===== config.mk =====
export PLATFORM = sky130hd
export DESIGN_NAME = cas_vtag_unit
export DESIGN_NICKNAME = d
export VERILOG_FILES = /design/src/rtl/cas_vtag_pkg.sv /design/src/rtl/cas_vtag_ingress.sv /design/src/rtl/cas_vtag_store.sv /design/src/rtl/cas_vtag_eval.sv /design/src/rtl/cas_vtag_unit.sv
export SDC_FILE = /design/constraint.sdc
export NUM_CORES = 1
export LEC_CHECK = 0
export ABC_CLOCK_PERIOD_IN_PS = 9700
export BUFFER_PORTS_ARGS = -buffer_cell sky130_fd_sc_hd__buf_2
export CORE_MARGIN = 3
export CORE_UTILIZATION = 58
export CTS_BUF_LIST = sky130_fd_sc_hd__clkbuf_8
export DETAILED_ROUTE_END_ITERATION = 12
export PLACE_DENSITY = 0.75
export SYNTH_ARGS = -nofsm -noshare
export SYNTH_HDL_FRONTEND = slang
export SYNTH_SLANG_ARGS = --single-unit
export TNS_END_PERCENT = 20

===== constraint.sdc =====
create_clock -name clk_i -period 9.7 [get_ports clk_i]
set_input_delay 0 -clock clk_i [delete_from_list [all_inputs] [get_ports clk_i]]
set_output_delay 0 -clock clk_i [all_outputs]
set_load 0.02 [all_outputs]

===== src/rtl/cas_vtag_pkg.sv =====
package cas_vtag_pkg;

  typedef enum logic {
    SPLIT_16_16 = 1'b0,
    SPLIT_32_32 = 1'b1
  } split_e;

  function automatic int ptr_width(split_e s);
    return (s == SPLIT_32_32) ? 32 : 16;
  endfunction

endpackage


===== src/rtl/cas_vtag_ingress.sv =====
// Request acceptance and stage-1 capture.
module cas_vtag_ingress #(
  parameter int PTR_W  = 16,
  parameter int ADDR_W = 4
) (
  input  logic              clk_i,
  input  logic              rst_ni,
  input  logic              req_valid_i,
  input  logic [ADDR_W-1:0] req_addr_i,
  input  logic [PTR_W-1:0]  req_exp_ptr_i,
  input  logic [PTR_W-1:0]  req_exp_tag_i,
  input  logic [PTR_W-1:0]  req_new_ptr_i,
  output logic              ready_o,
  output logic              s1_valid_o,
  output logic [ADDR_W-1:0] s1_addr_o,
  output logic [2*PTR_W-1:0] s1_exp_o,
  output logic [PTR_W-1:0]  s1_new_ptr_o
);

  logic ready_q;

  always_ff @(posedge clk_i or negedge rst_ni) begin
    if (!rst_ni) begin
      ready_q      <= 1'b0;
      s1_valid_o   <= 1'b0;
      s1_addr_o    <= '0;
      s1_exp_o     <= '0;
      s1_new_ptr_o <= '0;
    end else begin
      ready_q    <= 1'b1;
      s1_valid_o <= req_valid_i & ready_q;
      if (req_valid_i && ready_q) begin
        s1_addr_o    <= req_addr_i;
        s1_exp_o     <= {req_exp_tag_i, req_exp_ptr_i};
        s1_new_ptr_o <= req_new_ptr_i;
      end
    end
  end

  assign ready_o = ready_q;

endmodule


===== src/rtl/cas_vtag_store.sv =====
// Word bank: port b (swap commit) wins over port a (plain write) on the same word.
module cas_vtag_store #(
  parameter int WORD_W = 32,
  parameter int DEPTH  = 16,
  parameter int ADDR_W = 4
) (
  input  logic              clk_i,
  input  logic              rst_ni,
  input  logic              a_en_i,
  input  logic [ADDR_W-1:0] a_addr_i,
  input  logic [WORD_W-1:0] a_data_i,
  input  logic              b_en_i,
  input  logic [ADDR_W-1:0] b_addr_i,
  input  logic [WORD_W-1:0] b_data_i,
  input  logic [ADDR_W-1:0] rd_addr_i,
  output logic [WORD_W-1:0] rd_data_o
);

  logic [WORD_W-1:0] words [DEPTH];

  for (genvar i = 0; i < DEPTH; i++) begin : g_word
    logic [WORD_W-1:0] word_q;
    logic              hit_a;
    logic              hit_b;

    assign hit_a = a_en_i && (a_addr_i == ADDR_W'(i));
    assign hit_b = b_en_i && (b_addr_i == ADDR_W'(i));

    always_ff @(posedge clk_i or negedge rst_ni) begin
      if (!rst_ni)    word_q <= '0;
      else if (hit_b) word_q <= b_data_i;
      else if (hit_a) word_q <= a_data_i;
    end

    assign words[i] = word_q;
  end

  assign rd_data_o = words[rd_addr_i];

endmodule


===== src/rtl/cas_vtag_eval.sv =====
// Compare and next-word computation; a same-cycle plain write is seen first.
module cas_vtag_eval #(
  parameter int PTR_W  = 16,
  parameter int ADDR_W = 4
) (
  input  logic [2*PTR_W-1:0] rd_word_i,
  input  logic               wr_en_i,
  input  logic [ADDR_W-1:0]  wr_addr_i,
  input  logic [PTR_W-1:0]   wr_ptr_i,
  input  logic [ADDR_W-1:0]  s1_addr_i,
  input  logic [2*PTR_W-1:0] s1_exp_i,
  input  logic [PTR_W-1:0]   s1_new_ptr_i,
  output logic [2*PTR_W-1:0] seen_o,
  output logic               match_o,
  output logic [2*PTR_W-1:0] commit_o
);

  localparam int WORD_W = 2 * PTR_W;

  logic [PTR_W-1:0] seen_tag;

  always_comb begin
    if (wr_en_i && (wr_addr_i == s1_addr_i)) seen_o = {{PTR_W{1'b0}}, wr_ptr_i};
    else                                     seen_o = rd_word_i;
  end

  assign seen_tag = seen_o[WORD_W-1:PTR_W];
  assign match_o  = (seen_o == s1_exp_i);
  assign commit_o = {seen_tag + PTR_W'(1), s1_new_ptr_i};

endmodule


===== src/rtl/cas_vtag_unit.sv =====
module cas_vtag_unit #(
  parameter cas_vtag_pkg::split_e SPLIT = cas_vtag_pkg::SPLIT_16_16,
  parameter int DEPTH = 16,
  localparam int PTR_W  = cas_vtag_pkg::ptr_width(SPLIT),
  localparam int WORD_W = 2 * PTR_W,
  localparam int ADDR_W = (DEPTH > 1) ? $clog2(DEPTH) : 1
) (
  input  logic              clk_i,
  input  logic              rst_ni,
  input  logic              req_valid_i,
  output logic              req_ready_o,
  input  logic [ADDR_W-1:0] req_addr_i,
  input  logic [PTR_W-1:0]  req_exp_ptr_i,
  input  logic [PTR_W-1:0]  req_exp_tag_i,
  input  logic [PTR_W-1:0]  req_new_ptr_i,
  input  logic              wr_en_i,
  input  logic [ADDR_W-1:0] wr_addr_i,
  input  logic [PTR_W-1:0]  wr_ptr_i,
  output logic              rsp_valid_o,
  output logic              rsp_ok_o,
  output logic [WORD_W-1:0] rsp_word_o
);

  logic              s1_valid;
  logic [ADDR_W-1:0] s1_addr;
  logic [WORD_W-1:0] s1_exp;
  logic [PTR_W-1:0]  s1_new_ptr;
  logic [WORD_W-1:0] rd_word;
  logic [WORD_W-1:0] seen;
  logic [WORD_W-1:0] commit;
  logic              match;

  cas_vtag_ingress #(.PTR_W(PTR_W), .ADDR_W(ADDR_W)) u_ingress (
    .clk_i         (clk_i),
    .rst_ni        (rst_ni),
    .req_valid_i   (req_valid_i),
    .req_addr_i    (req_addr_i),
    .req_exp_ptr_i (req_exp_ptr_i),
    .req_exp_tag_i (req_exp_tag_i),
    .req_new_ptr_i (req_new_ptr_i),
    .ready_o       (req_ready_o),
    .s1_valid_o    (s1_valid),
    .s1_addr_o     (s1_addr),
    .s1_exp_o      (s1_exp),
    .s1_new_ptr_o  (s1_new_ptr)
  );

  cas_vtag_store #(.WORD_W(WORD_W), .DEPTH(DEPTH), .ADDR_W(ADDR_W)) u_store (
    .clk_i     (clk_i),
    .rst_ni    (rst_ni),
    .a_en_i    (wr_en_i),
    .a_addr_i  (wr_addr_i),
    .a_data_i  ({{PTR_W{1'b0}}, wr_ptr_i}),
    .b_en_i    (s1_valid & match),
    .b_addr_i  (s1_addr),
    .b_data_i  (commit),
    .rd_addr_i (s1_addr),
    .rd_data_o (rd_word)
  );

  cas_vtag_eval #(.PTR_W(PTR_W), .ADDR_W(ADDR_W)) u_eval (
    .rd_word_i    (rd_word),
    .wr_en_i      (wr_en_i),
    .wr_addr_i    (wr_addr_i),
    .wr_ptr_i     (wr_ptr_i),
    .s1_addr_i    (s1_addr),
    .s1_exp_i     (s1_exp),
    .s1_new_ptr_i (s1_new_ptr),
    .seen_o       (seen),
    .match_o      (match),
    .commit_o     (commit)
  );

  always_ff @(posedge clk_i or negedge rst_ni) begin
    if (!rst_ni) begin
      rsp_valid_o <= 1'b0;
      rsp_ok_o    <= 1'b0;
      rsp_word_o  <= '0;
    end else begin
      rsp_valid_o <= s1_valid;
      if (s1_valid) begin
        rsp_ok_o   <= match;
        rsp_word_o <= seen;
      end
    end
  end

endmodule


==> impl_metrics.tcl <==
set metrics [dict create \
    io_pins 111 \
    via_per_inst 6.721 \
    clock_sinks 600 \
    fmax_mhz 157.5 \
    required_ns 10.26 \
    reg2regPathDepth 12 \
    track_usage 0.3509 \
    vdd_drop_max_v 0.0001051 \
    rsz0062_at_grt "false" \
    relSlewSlack 0.07229 \
    period_share 0.6546 \
    worst_pin_slew_ns 1.381 \
    synthCells 2609 \
    dieArea_um2 58020 \
    grt_pass1_wl_mm 151.4 \
    core_um2 54240 \
    ys_top_cells_by_count "600 x dfrtp_1, 408 x mux2_2, 376 x nand2_1" \
    synth-seq-area-share 0.4693 \
    path_max_fanout 91 \
    synth_cell_types 74 \
    die_w_um 240.9 \
    powerDensity_nw_per_um2 192.2 \
    antenna_found_initial 2 \
    arrival_ns 6.91 \
    p_comb_frac 0.220 \
    finalSetupViolations 0 \
    seq_power_share 0.451 \
    setup-tns-final_ns 0 \
    fin_nets 2785 \
    cts-root-buf "clkbuf_8" \
    synth_edf_count 0 \
    cts_buffers 99 \
    grt_pass1_vias 23640 \
    fp.dieH_um 240.9 \
    synth_warnings 0 \
    p_total_mw 6.839 \
    cp-start-kind "flip-flop" \
    finalWirelength_mm 101.2 \
    synthesis.area_um2 31990 \
    rows 85 \
    synth_top_area_cell "dfrtp_1" \
    hold_class "in -> reg" \
    cts-htree-levels 3 \
    areaGrowthSynthToFinish_pct 11.23 \
    avgSynthCellArea_um2 12.26 \
    hold_violations 0 \
    clkPwrFrac 0.329 \
    place.gp.congestion 0.9727 \
    ant_nets 0 \
    firstDrtPassIters 6 \
    internal-power_mw 4.741 \
    clock_skew_ns 0.03295 \
    async_flop_share 1.000 \
    criticalPathCategory "reg -> reg" \
    tritoncts "yes" \
    drive_gt1_frac 0.3167 \
    syn_nets 2686 \
    synth.most_common_cell "dfrtp_1" \
    cp-end-kind "flip-flop" \
    worstSkewPairLatency_ns 0.71 \
    wl_per_cell_um 29.13 \
    vias 23360 \
    dp_slack_ns 3.563 \
    start_util 0.5899 \
    synth_seq_cells 600 \
    whs_path_depth 4 \
    post-dp-hpwl_mm 60.74 \
    ys.flop_type "dfrtp_1" \
    synth_top_area_frac 0.4693 \
    cts_resized 0 \
    switching_share 0.3067 \
    setup_ws_ns 3.351 \
    drt_iter0_markers 2722 \
    maxCapViolCount 0 \
    p_leak_nw 15.66 \
    r2r_slack_ns 3.35 \
    post_cts_buffers 0 \
    fin_crit_ns 6.349 \
    synth.area.top_cells "dfrtp_1 47%, mux2_2 14%, mux2i_1 11%, mux4_2 6.3%, nand2_1 4.4%" \
    clk_pin_slew_ns 0.06 \
    status "finished clean" \
    clock_path_buffers 3 \
    drc_errors 0 \
    p_switching_mw 2.097 \
    grt_max_degree 131 \
    portBuffers 110 \
    grt-ovfl-total 0 \
    final_max_slew_viol_count 0 \
]
[final cells by class]
cell class                 count  area, um^2
inverter                      31       117.6
fill                        3890       18650
antenna                        1       2.502
clock buffer                 126        1734
sequential                   600       15030
tap                          696       870.8
timing repair buffer         238        1752
multi-input combinational   1738       15840
clock inverter                46       244.0
[path summary, 6_finish.rpt]
check | end | start
worst min register to register | rsp_word_o[29] | rsp_word_o[29]
min in group asynchronous | u_store.g_word[5].word_q[31] | rst_ni
worst max register to register | u_store.g_word[14].word_q[11] | u_ingress.s1_addr_o[1]
worst min-delay path | u_ingress.s1_exp_o[6] | req_exp_ptr_i[6]
max in group asynchronous | u_ingress.s1_addr_o[2] | rst_ni
worst max-delay path | u_store.g_word[14].word_q[11] | u_ingress.s1_addr_o[1]
[cell families after synthesis]
family / Yosys count / synth area share
buffers and inverters: 271 / 0.04192
and+or+nand+nor: 526 / 0.07544
xor gates and xnor gates: 23 / 0.006296
other: 1 / 0.0001172
AOI/OAI and AO/OA: 216 / 0.04544
adders and majority gates: 1 / 0.0003910
DFF: 600 / 0.4693
muxes: 971 / 0.3611
[repair_timing]
action                                 4_1_cts  5_1_grt
endpoints found under the hold margin      215        0
setup endpoints to repair                    0        0
hold buffers                                72        0
[stage by stage]
step                cells    util  hold WS [ns]  instance area [um^2]
global placement     3231  0.6063        0.1338                 32890
detailed placement   3231  0.6063        0.1499                 32890
floorplan            2609       -       -0.2956                 31990
global route         3476  0.6561       0.06761                 35590
CTS                  3475  0.6561     0.0007705                 35580
finish               3476  0.6561       0.06190                 35590
[layer usage]
| layer | wire (um) | vias to the layer above | global-route usage |
|---|---|---|---|
| met5 | 13 | - | 0 |
| met4 | 4953 | 2 | 0.1735 |
| met3 | 10660 | 297 | 0.07816 |
| met2 | 44680 | 1516 | 0.5212 |
| met1 | 40940 | 11980 | 0.4920 |
| li1 | - | 9563 | - |
[sequential cells by signal, summed over array words and instances (netlist names)]
register and count:
u_ingress.s1_valid_o 1, u_ingress.s1_addr_o 4, rsp_valid_o 1, u_ingress.s1_new_ptr_o 16, rsp_ok_o 1, u_ingress.ready_o 1, rsp_word_o 32, u_ingress.s1_exp_o 32
u_store.g_word.word_q 512
[worst max-delay path: stages, from the launching register on]
cell,delay [ns]
dfrtp_4,0.73
buf_12,0.53
mux4_2,0.59
a22o_1,0.25
a221oi_2,0.53
nor2_1,0.08
buf_4,0.25
a21oi_1,0.18
o2111a_1,0.25
nand4_4,0.51
nor4_4,1.31
buf_4,0.44
mux2_1,0.36
[power by group through the flow]
stage,registers (mW),logic (mW),clock network [mW]
after floorplan,3.01,1.05,0
after global placement,3.09,1.41,0
after detailed placement,3.11,1.45,0
after CTS,3.07,1.48,2.27
after global routing,3.11,1.60,2.39
final,3.09,1.50,2.25
[cell usage in the layout, fill, tap and decap left out, drive strengths merged, types with 10 or more instances in the layout]
| cell type | n |
|---|---|
| a211oi | 10 |
| a21oi | 22 |
| a22o | 18 |
| a22oi | 33 |
| buf | 166 |
| clkbuf | 126 |
| clkinv | 13 |
| dfrtp | 600 |
| dlygate4sd3 | 72 |
| inv | 62 |
| mux2 | 534 |
| mux2i | 348 |
| mux4 | 89 |
| nand2 | 376 |
| nand3 | 20 |
| nor2 | 49 |
| nor2b | 11 |
| nor3 | 11 |
| nor4 | 20 |
| o21ai | 66 |
| o22ai | 26 |
| xnor2 | 14 |
No activity file was read; power rests on OpenSTA's default activity.
